===== src/rtl/gss_pkg.sv =====
package gss_pkg;
   typedef enum logic [1:0] {
      GS_IDLE   = 2'd0,
      GS_REPLAY = 2'd1,
      GS_RAMP   = 2'd2
   } gs_state_e;
endpackage


===== src/rtl/gss_pending.sv =====
// Holds a load-step report until the next period boundary.
module gss_pending (
   input  logic clk,
   input  logic rst_n,
   input  logic step_i,
   input  logic tick_i,
   output logic act_o
);
   logic pend_q;

   always_ff @(posedge clk) begin
      if (!rst_n)
         pend_q <= 1'b0;
      else if (tick_i)
         pend_q <= 1'b0;
      else if (step_i)
         pend_q <= 1'b1;
   end

   // a pulse in the boundary cycle counts as pending at that boundary
   assign act_o = pend_q | step_i;
endmodule


===== src/rtl/gss_fsm.sv =====
// Sequences replay and ramp periods, advancing only at period boundaries.
module gss_fsm
   import gss_pkg::*;
#(
   parameter int RAMP_PERIODS = 3,
   parameter int IW           = $clog2(RAMP_PERIODS + 1)
) (
   input  logic          clk,
   input  logic          rst_n,
   input  logic          tick_i,
   input  logic          act_i,
   output gs_state_e     state_o,
   output logic [IW-1:0] idx_o,
   output logic          coef_o
);
   localparam logic [IW-1:0] LAST_IDX = IW'(RAMP_PERIODS);
   localparam logic [IW-1:0] ONE_IDX  = IW'(1);

   gs_state_e     st_q, st_d;
   logic [IW-1:0] idx_q, idx_d;
   logic          enter;

   assign enter = tick_i & act_i;

   always_comb begin
      st_d  = st_q;
      idx_d = idx_q;
      if (enter) begin
         st_d  = GS_REPLAY;
         idx_d = '0;
      end else if (tick_i) begin
         unique case (st_q)
            GS_REPLAY: begin
               st_d  = GS_RAMP;
               idx_d = ONE_IDX;
            end
            GS_RAMP: begin
               if (idx_q >= LAST_IDX) begin
                  st_d  = GS_IDLE;
                  idx_d = '0;
               end else begin
                  idx_d = idx_q + ONE_IDX;
               end
            end
            default: begin
               st_d  = GS_IDLE;
               idx_d = '0;
            end
         endcase
      end
   end

   always_ff @(posedge clk) begin
      if (!rst_n) begin
         st_q   <= GS_IDLE;
         idx_q  <= '0;
         coef_o <= 1'b0;
      end else begin
         st_q   <= st_d;
         idx_q  <= idx_d;
         coef_o <= enter;
      end
   end

   assign state_o = st_q;
   assign idx_o   = idx_q;
endmodule


===== src/rtl/gss_qgen.sv =====
// Maps sequencer state to the Q value presented to the controller.
module gss_qgen
   import gss_pkg::*;
#(
   parameter int QW           = 16,
   parameter int Q_NOM        = 16220,
   parameter int Q_LOW        = 9830,
   parameter int RAMP_PERIODS = 3,
   parameter int IW           = $clog2(RAMP_PERIODS + 1)
) (
   input  gs_state_e     state_i,
   input  logic [IW-1:0] idx_i,
   output logic [QW-1:0] q_o
);
   localparam int            STEP   = (Q_NOM - Q_LOW) / RAMP_PERIODS;
   localparam logic [QW-1:0] NOM_V  = QW'(Q_NOM);
   localparam logic [QW-1:0] LOW_V  = QW'(Q_LOW);
   localparam logic [QW-1:0] STEP_V = QW'(STEP);

   logic [QW-1:0] ramp_v;

   generate
      if (RAMP_PERIODS == 1) begin : g_single
         assign ramp_v = LOW_V;
      end else begin : g_linear
         logic [QW-1:0] k_m1;
         assign k_m1   = QW'(idx_i) - QW'(1);
         assign ramp_v = LOW_V + k_m1 * STEP_V;
      end
   endgenerate

   always_comb begin
      unique case (state_i)
         GS_REPLAY: q_o = LOW_V;
         GS_RAMP:   q_o = ramp_v;
         default:   q_o = NOM_V;
      endcase
   end
endmodule


===== src/rtl/gain_sched_seq.sv =====
module gain_sched_seq
   import gss_pkg::*;
#(
   parameter int QW           = 16,
   parameter int Q_NOM        = 16220,
   parameter int Q_LOW        = 9830,
   parameter int RAMP_PERIODS = 3
) (
   input  logic          clk,
   input  logic          rst_n,
   input  logic          load_step_i,
   input  logic          period_tick_i,
   output logic [QW-1:0] q_value_o,
   output logic          replay_en_o,
   output logic          coef_upd_o
);
   localparam int IW = $clog2(RAMP_PERIODS + 1);

   generate
      if (RAMP_PERIODS < 1) begin : g_bad_ramp
         $error("RAMP_PERIODS must be at least 1");
      end
      if (Q_LOW >= Q_NOM) begin : g_bad_order
         $error("Q_LOW must be below Q_NOM");
      end
      if (Q_NOM >= (1 << QW)) begin : g_bad_width
         $error("Q_NOM does not fit in QW bits");
      end
   endgenerate

   logic          act;
   gs_state_e     st;
   logic [IW-1:0] idx;

   gss_pending pend_i (
      .clk    (clk),
      .rst_n  (rst_n),
      .step_i (load_step_i),
      .tick_i (period_tick_i),
      .act_o  (act)
   );

   gss_fsm #(.RAMP_PERIODS(RAMP_PERIODS), .IW(IW)) fsm_i (
      .clk     (clk),
      .rst_n   (rst_n),
      .tick_i  (period_tick_i),
      .act_i   (act),
      .state_o (st),
      .idx_o   (idx),
      .coef_o  (coef_upd_o)
   );

   gss_qgen #(
      .QW(QW), .Q_NOM(Q_NOM), .Q_LOW(Q_LOW),
      .RAMP_PERIODS(RAMP_PERIODS), .IW(IW)
   ) qgen_i (
      .state_i (st),
      .idx_i   (idx),
      .q_o     (q_value_o)
   );

   assign replay_en_o = (st == GS_REPLAY);
endmodule


===== config.mk =====
export PLATFORM = sky130hd
export DESIGN_NAME = gain_sched_seq
export DESIGN_NICKNAME = d
export VERILOG_FILES = /design/src/rtl/gss_pkg.sv /design/src/rtl/gss_pending.sv /design/src/rtl/gss_fsm.sv /design/src/rtl/gss_qgen.sv /design/src/rtl/gain_sched_seq.sv
export SDC_FILE = /design/constraint.sdc
export NUM_CORES = 1
export LEC_CHECK = 0
export BUFFER_PORTS_ARGS = -buffer_cell sky130_fd_sc_hd__clkbuf_2
export CORE_AREA = 10 10 47 49
export DETAILED_ROUTE_END_ITERATION = 12
export DIE_AREA = 0 0 57 59
export GPL_TIMING_DRIVEN = 1
export PLACE_DENSITY = 0.79
export SLEW_MARGIN = 20
export SYNTH_ARGS = -nofsm -noshare
export SYNTH_HDL_FRONTEND = slang
export SYNTH_SLANG_ARGS = --single-unit

===== constraint.sdc =====
create_clock -name clk -period 3.4 [get_ports clk]
set_input_delay 0.68 -clock clk [delete_from_list [all_inputs] [get_ports clk]]
set_output_delay 0.68 -clock clk [all_outputs]
set_load 0.02 [all_outputs]

Yosys cells after proc, flatten, opt, wreduce, memory -nomap -nowiden. Cells that the tools add are included.

Bits in registers: 6. Bits of input ports: 4. Output and inout bits: 18. Logic and storage cells: 29.

Add/sub/neg operators: 3. Multiply operators: 1. $lt $le $gt $ge: 1. Equal/unequal tests: 4. Muxes and demuxes: 7. Bitwise logic cells: 3. Reduce and logical (&&, ||, !) cells: 5.

Operator list (count): 16-bit one-hot mux with 2 select lines (1); 14-bit by 16-bit adder with 16-bit output (first input constant) (1); 16-bit by 11-bit multiplier with 15-bit output (second input constant) (1); 2-bit one-hot mux with 2 select lines (2); 2-bit 2-to-1 mux (2); 2-bit AND reduction (2); 2-bit OR reduction (2); 3-bit by 1-bit != test with 1-bit output (second input constant) (1); 2-bit by 1-bit subtractor with 3-bit output (second input constant) (1); 2-bit by 1-bit adder with 2-bit output (second input constant) (1); 2-bit by 1-bit equality test with 1-bit output (second input constant) (1); 2-bit equality test (second input constant) (1); 2-bit >= comparator (second input constant) (1); 1-bit 2-to-1 mux (2); 2-bit by 1-bit != test with 1-bit output (second input constant) (1); 2-bit nonzero test (1); 1-bit AND (1); 1-bit NOT (1); 1-bit bitwise OR (1).

Depth between registers and ports, before layout. Gate-level depths: netlist of run 1.

Depth after elaboration: 5. Gate-level depth with buffers: 6.

By module. From an unflattened synthesis of run 1, not the netlist that was laid out.

Cell total of the unflattened synthesis: 76. Area, all modules: 616.8 sq um.

Modules (own cells, without submodules): gss_qgen (instances 1, cells an instance 44, area each 317.8 sq um, sequential area each 0.0 sq um); gss_fsm (instances 1, cells an instance 28, area each 250.2 sq um, sequential area each 100.1 sq um); gss_pending (instances 1, cells an instance 3, area each 35.0 sq um, sequential area each 20.0 sq um); gain_sched_seq (instances 1, cells an instance 1, area each 13.8 sq um, sequential area each 0.0 sq um).

Least setup slack after synthesis of run 1. OpenSTA, ideal clock, no wires.

Path kind: reg-to-output. From: register fsm_i.idx_q[0] (netlist: fsm_i.idx_o[0]). To: output port q_value_o[2]. Data arrival time: 1.556 ns. Setup slack: 1.164 ns. Cell stages (with the launch flop): 5. Path buffers: 0. Cell sequence: dfxtp_1 -> inv_1 -> ha_1 -> xor2_1 -> o21ai_0.

Cells in the longest elaborated chain, start to end: 4.

Ends and longest elaborated chain: start: declaration (RTL line gss_fsm.sv:20) `logic [IW-1:0] idx_q, idx_d;`; start signal: assignment (RTL line gss_fsm.sv:60) `idx_q <= idx_d;`; 2-bit by 1-bit subtractor with 3-bit output (RTL line gss_qgen.sv:27) `assign k_m1 = QW'(idx_i) - QW'(1);`; 16-bit by 11-bit multiplier with 15-bit output (RTL line gss_qgen.sv:28) `assign ramp_v = LOW_V + k_m1 * STEP_V;`; 14-bit by 16-bit adder with 16-bit output (RTL line gss_qgen.sv:28); 16-bit one-hot mux with 2 select lines (RTL line gss_qgen.sv:33) `unique case (state_i)`; end: declaration (RTL line gain_sched_seq.sv:13) `output logic [QW-1:0] q_value_o,`.

Every way passes these cells.

Final worst setup path of run 1. Same ends and word-level chain as after synthesis.

==> results.sh, run 1 <==
export IMPL_port_buffers=19
export IMPL_tns_ps=0
export IMPL_cp_start_kind="register"
export IMPL_final_cell_area_um2=652
export IMPL_cts_sinks=6
export IMPL_yosysWarnings=0
export IMPL_routed_via_density=4.80
export IMPL_cts_tree="built"
export IMPL_dpl_cell_area_um2=629
export IMPL_start_util_pct=39.1
export IMPL_p_leak_nw=0.299
export IMPL_place_congestion=0.771
export IMPL_ctsResizeCount=0
export IMPL_instances_no_fill=103
export IMPL_grt_pass1_vias=445
export IMPL_crit_path_max_fanout=8
export IMPL_firstDrtPassIters=4
export IMPL_grt_setup_unrepaired="false"
export IMPL_drt_wirelength_per_cell_um=11.7
export IMPL_rows=14
export IMPL_ys_types=22
export IMPL_drive_gt1_share_pct=29.9
export IMPL_detail_route_antenna_nets=0
export IMPL_yosysSeqAreaShare_pct=21.9
export IMPL_fp_dieArea_um2=3360
export IMPL_post_cts_buffers=0
export IMPL_ys_ff_latch=6
export IMPL_drc=0
export IMPL_dp_cells=100
export IMPL_status="finished, final reports clean"
export IMPL_nNetsFinal=103
export IMPL_numCtsBuffers=3
export IMPL_cts_root_buf="clkbuf_4"
export IMPL_grt_max_degree=11
export IMPL_die_h_um=59
export IMPL_finalWorstPathRequiredPeriod_ps=2430
export IMPL_max_vdd_ir_drop_uv=176
export IMPL_final_hold_viol_count=0
export IMPL_p_per_area_nw_per_um2=304
export IMPL_dp_hpwl_um=1040
export IMPL_antenna_cells=0
export IMPL_setup_violations=0
export IMPL_hold_class="reg -> reg"
export IMPL_netlist_area_um2=548
export IMPL_fin_skew_ps=1.48
export IMPL_fillers=157
export IMPL_grt_usage_pct=7.02
export IMPL_avgSynthCellArea_um2=7.94
export IMPL_grt_overflow_total=0
export IMPL_cts_hold_buf=0
export IMPL_antenna_found_initial=0
export IMPL_core_um2=1400
export IMPL_htreeDepth=1
export IMPL_drv_slew=0
export IMPL_fmax_mhz=411
export IMPL_endpoint_kind="output port"
export IMPL_drt_total_wl_um=1200
export IMPL_cts_buffer_depth=2
export IMPL_insertion_delay_ps=230
export IMPL_drtIter0Drc=5
export IMPL_cap_violations=0
export IMPL_num_io_pins=22
export IMPL_vias=494
export IMPL_grt_pass1_wl_um=1950
export IMPL_cp_required_ps=2720
export IMPL_postSynthCellCount=69
export IMPL_area_growth_pct=18.9
export IMPL_fin_crit_sh_pct=71.6
export IMPL_die_w_um=57
export IMPL_clkTransAtPathRegs_ps=40
export IMPL_critPathKind="reg -> out"
export IMPL_arrival_ps=1750
==> kinds of logic (layout without fill, tap and decap cells) <==
group,count (synthesis),after routing,share of synthesized area [%]
AO/OA/AOI/OAI,16,16,17.6
flip-flops,6,6,21.9
buffers and inverters,11,28,11.0
XOR/XNOR,3,3,4.80
AND/OR/NAND/NOR,22,22,21.2
other,1,2,0.684
adder cells (fa/ha/maj),10,10,22.8
==> power breakdown <==
part	switching [mW]	internal [mW]	total (mW)
combinational	0.0409	0.0198	0.0607
clock	0.0220	0.0397	0.0616
sequential	0.00245	0.0734	0.0759
==> through the flow <==
step	hold slack (ps)	total power [mW]	setup WS [ps]	util, %
2_1_floorplan	475	0.123	1160	-
3_3_place_gp	503	0.138	1260	44.9
3_5_place_dp	500	0.139	1210	44.9
4_1_cts	506	0.204	946	46.5
5_1_grt	547	0.211	847	46.5
6_report	500	0.198	966	46.5
==> placed cells by master, fill, tap and decap left out, types with 2 or more instances in the layout <==
cell / synthesis / routed
xnor2_1: 2 / 2
o21ai_0: 6 / 6
clkbuf_2: 0 / 19
conb_1: 1 / 2
dfxtp_1: 6 / 6
ha_1: 10 / 10
nor2b_1: 2 / 2
inv_1: 6 / 6
a21oi_1: 6 / 6
nand2_1: 6 / 6
clkbuf_4: 0 / 3
nor3b_1: 2 / 2
nor2_1: 7 / 7
==> final cells by class <==
type	instances	area, µm²	share of cell area [%]
Inverter	6	22.5	3.45
Timing Repair Buffer	19	95.1	14.6
Clock buffer	3	22.5	3.45
Tap cell	16	20.0	3.07
Multi-Input combinational cell	53	372	57.0
Sequential cell	6	120	18.4
==> cells in the mapped netlist, drive strengths merged <==
master / count / share of area (%)
ha: 10 / 23
o21ai: 8 / 8.0
nand2: 7 / 5.3
nor2: 7 / 4.8
a21oi: 6 / 5.5
dfxtp: 6 / 22
inv: 6 / 4.1
buf: 5 / 6.9
nor3b: 3 / 5.0
nor2b: 2 / 2.3
xnor2: 2 / 3.2
a2111oi: 1 / 2.7
a21boi: 1 / 1.4
conb: 1 / 0.68
nand3b: 1 / 1.4
nand4b: 1 / 1.6
nor3: 1 / 0.91
xor2: 1 / 1.6
==> sequential cells by signal, summed over array words and instances, names as in the netlist <==
register	flops
fsm_i.coef_o	1
fsm_i.state_o	2
pend_i.pend_q	1
fsm_i.idx_o	2
==> worst paths after layout <==
path	startpoint	end	slack, ps	cells past startpoint
hold reg to reg	fsm_i.state_o[0]$_SDFFE_PN0P_	fsm_i.state_o[0]$_SDFFE_PN0P_	500	2
hold / removal	fsm_i.state_o[0]$_SDFFE_PN0P_	fsm_i.state_o[0]$_SDFFE_PN0P_	500	2
setup / recovery	fsm_i.idx_o[0]$_SDFFE_PP0P_	q_value_o[2]	970	5
setup reg to reg	fsm_i.idx_o[0]$_SDFFE_PP0P_	fsm_i.idx_o[1]$_SDFFE_PP0P_	2030	4
==> worst max-delay path, cell delays in order, from the launching register on <==
cell	delay, ps
dfxtp_1	480
inv_1	150
ha_1	380
xor2_1	160
o21ai_0	150
clkbuf_2	190
==> layer usage <==
metal  vias up  wire length [µm]  track usage, %
met5         -                 0               0
met4         0                 0            4.03
met3         0               101            3.43
met2        13               566            10.7
met1       219               534            7.78
li1        262                 -               -
(Power assumes the default switching activity.)
==> inputs of run 2 (changes only) <==
- CORE_AREA: 10 10 47 49 -> default
- CORE_MARGIN: default -> 10
- CORE_UTILIZATION: default -> 41
- DIE_AREA: 0 0 57 59 -> default
- PLACE_DENSITY: 0.79 -> 0.81
- clock period: 3.4 -> 2.1 ns (I/O delays scaled with it)
==> results.sh, run 2 (synthesis gave the netlist of run 1 again) <==
export IMPL_total_power_mw=0.334
export IMPL_grt_setup_unrepaired="false"
export IMPL_final_cell_mix="clkbuf_2, ha_1"
export IMPL_regArea_um2=121
export IMPL_cts_tree="built"
export IMPL_tns_ps=0
export IMPL_routed_via_density=4.89
export IMPL_drt_wirelength_per_cell_um=12.0
export IMPL_finalWorstPathRequiredPeriod_ps=1930
export IMPL_crit_path_top_delay_cell="ha_1"
export IMPL_drc=0
export IMPL_dpl_worst_slack_ps=358
export IMPL_max_vdd_ir_drop_uv=262
export IMPL_max_stage_delay_ps=410
export IMPL_drive_gt1_share_pct=33.0
export IMPL_arrival_ps=1510
export IMPL_r2r_cells=3
export IMPL_cp_start_kind="register"
export IMPL_cts_sinks=6
export IMPL_vias=504
export IMPL_clkTransAtPathRegs_ps=50
export IMPL_grt_pass1_wl_um=2150
export IMPL_numCtsBuffers=3
export IMPL_cap_violations=0
export IMPL_min_to="fsm_i.state_o[1]$_SDFFE_PP0P_"
export IMPL_start_util_pct=42.6
export IMPL_firstDrtPassIters=4
export IMPL_whs_ps=437
export IMPL_ctsResizeCount=0
export IMPL_reg2reg_to="fsm_i.idx_o[0]$_SDFFE_PP0P_"
export IMPL_fin_util_pct=51.5
export IMPL_reg2reg_from="fsm_i.state_o[0]$_SDFFE_PN0P_"
export IMPL_nNetsFinal=104
export IMPL_post_cts_buffers=0
export IMPL_core_um2=1280
export IMPL_layout_commonest_cell="clkbuf_2"
export IMPL_antenna_found_initial=0
export IMPL_final_hold_viol_count=0
export IMPL_insertion_delay_ps=250
export IMPL_area_growth_pct=20.8
export IMPL_drtIter0Drc=7
export IMPL_drv_slew=0
export IMPL_endpoint_kind="output port"
export IMPL_fmax_mhz=519
export IMPL_path_buf_inv=2
export IMPL_critPathKind="reg -> out"
export IMPL_place_congestion=0.770
export IMPL_p_leak_nw=0.304
export IMPL_cts_root_buf="clkbuf_4"
export IMPL_path_cells="inv_1 > ha_1 > nor3b_1 > clkbuf_2"
export IMPL_fin_skew_ps=10.2
export IMPL_path_delay_family="adder cells"
export IMPL_cp_required_ps=1680
export IMPL_hold_depth=3
export IMPL_grt_max_degree=11
export IMPL_grt_pass1_vias=482
export IMPL_num_io_pins=22
export IMPL_p_per_area_nw_per_um2=504
export IMPL_dp_hpwl_um=1030
export IMPL_rows=13
export IMPL_detail_route_antenna_nets=0
export IMPL_die_h_um=56.6
export IMPL_cts_buffer_depth=2
export IMPL_antenna_cells=0
export IMPL_crit_path_max_fanout=7
export IMPL_setup_ws_ps=175
export IMPL_htreeDepth=1
export IMPL_hold_class="in -> reg"
export IMPL_port_buffers=19
export IMPL_setup_violations=0
export IMPL_multi_input_area_um2=374
export IMPL_grt_overflow_total=0
export IMPL_fillers=136
export IMPL_cts_hold_buf=0
export IMPL_min_delay_start="rst_n"
export IMPL_fin_crit_sh_pct=91.7
export IMPL_status="finished, final reports clean"
export IMPL_fp_dieArea_um2=3200
export IMPL_die_w_um=56.6
export IMPL_grt_usage_pct=7.93
export IMPL_rrSetupSlack_ps=740
export IMPL_drt_total_wl_um=1240
==> run 2: how the worst max path moves through the flow <==
stage                    end  depth (start not counted)                          start  slack, ps
3_3_place_gp    q_value_o[2]                          5    fsm_i.idx_o[1]$_SDFFE_PP0P_        400
4_1_cts        q_value_o[13]                          5  fsm_i.state_o[0]$_SDFFE_PN0P_         90
2_1_floorplan   q_value_o[2]                          4    fsm_i.idx_o[0]$_SDFFE_PP0P_        120
5_1_grt        q_value_o[11]                          5  fsm_i.state_o[1]$_SDFFE_PP0P_         40
3_5_place_dp    q_value_o[2]                          5    fsm_i.idx_o[1]$_SDFFE_PP0P_        360
6_report       q_value_o[15]                          4  fsm_i.state_o[0]$_SDFFE_PN0P_        170
==> run 2: power breakdown <==
group / switching (mW) / internal (mW) / total, mW
Combinational: 0.0686 / 0.0334 / 0.102
Clock: 0.0456 / 0.0649 / 0.111
Sequential: 0.00257 / 0.119 / 0.121
Total: 0.117 / 0.217 / 0.334
==> run 2: layout make-up <==
cell class | count | area share, %
inverter | 6 | 3.40
sequential | 6 | 18.3
timing repair buffer | 20 | 15.5
multi-input combinational | 53 | 56.5
clock buffer | 3 | 3.40
tap | 15 | 2.84
==> run 2: routing by layer <==
metal  up-vias  global-route usage (%)  wire, µm
li1        261                       -         -
met1       219                    8.23       509
met2        22                    12.9       587
met3         2                    4.49       124
met4         0                    3.09        16
met5         -                       0         0
==> run 2: metrics by stage <==
stage	area, µm²	instances
detailed placement	636	100
global route	662	103
floorplan	552	70
global placement	636	100
CTS	658	103
finish	662	103
==> run 2: worst min-delay path, stage by stage <==
cell and delay, ps:
clkbuf_2 100, nand2_2 80, a21oi_1 40
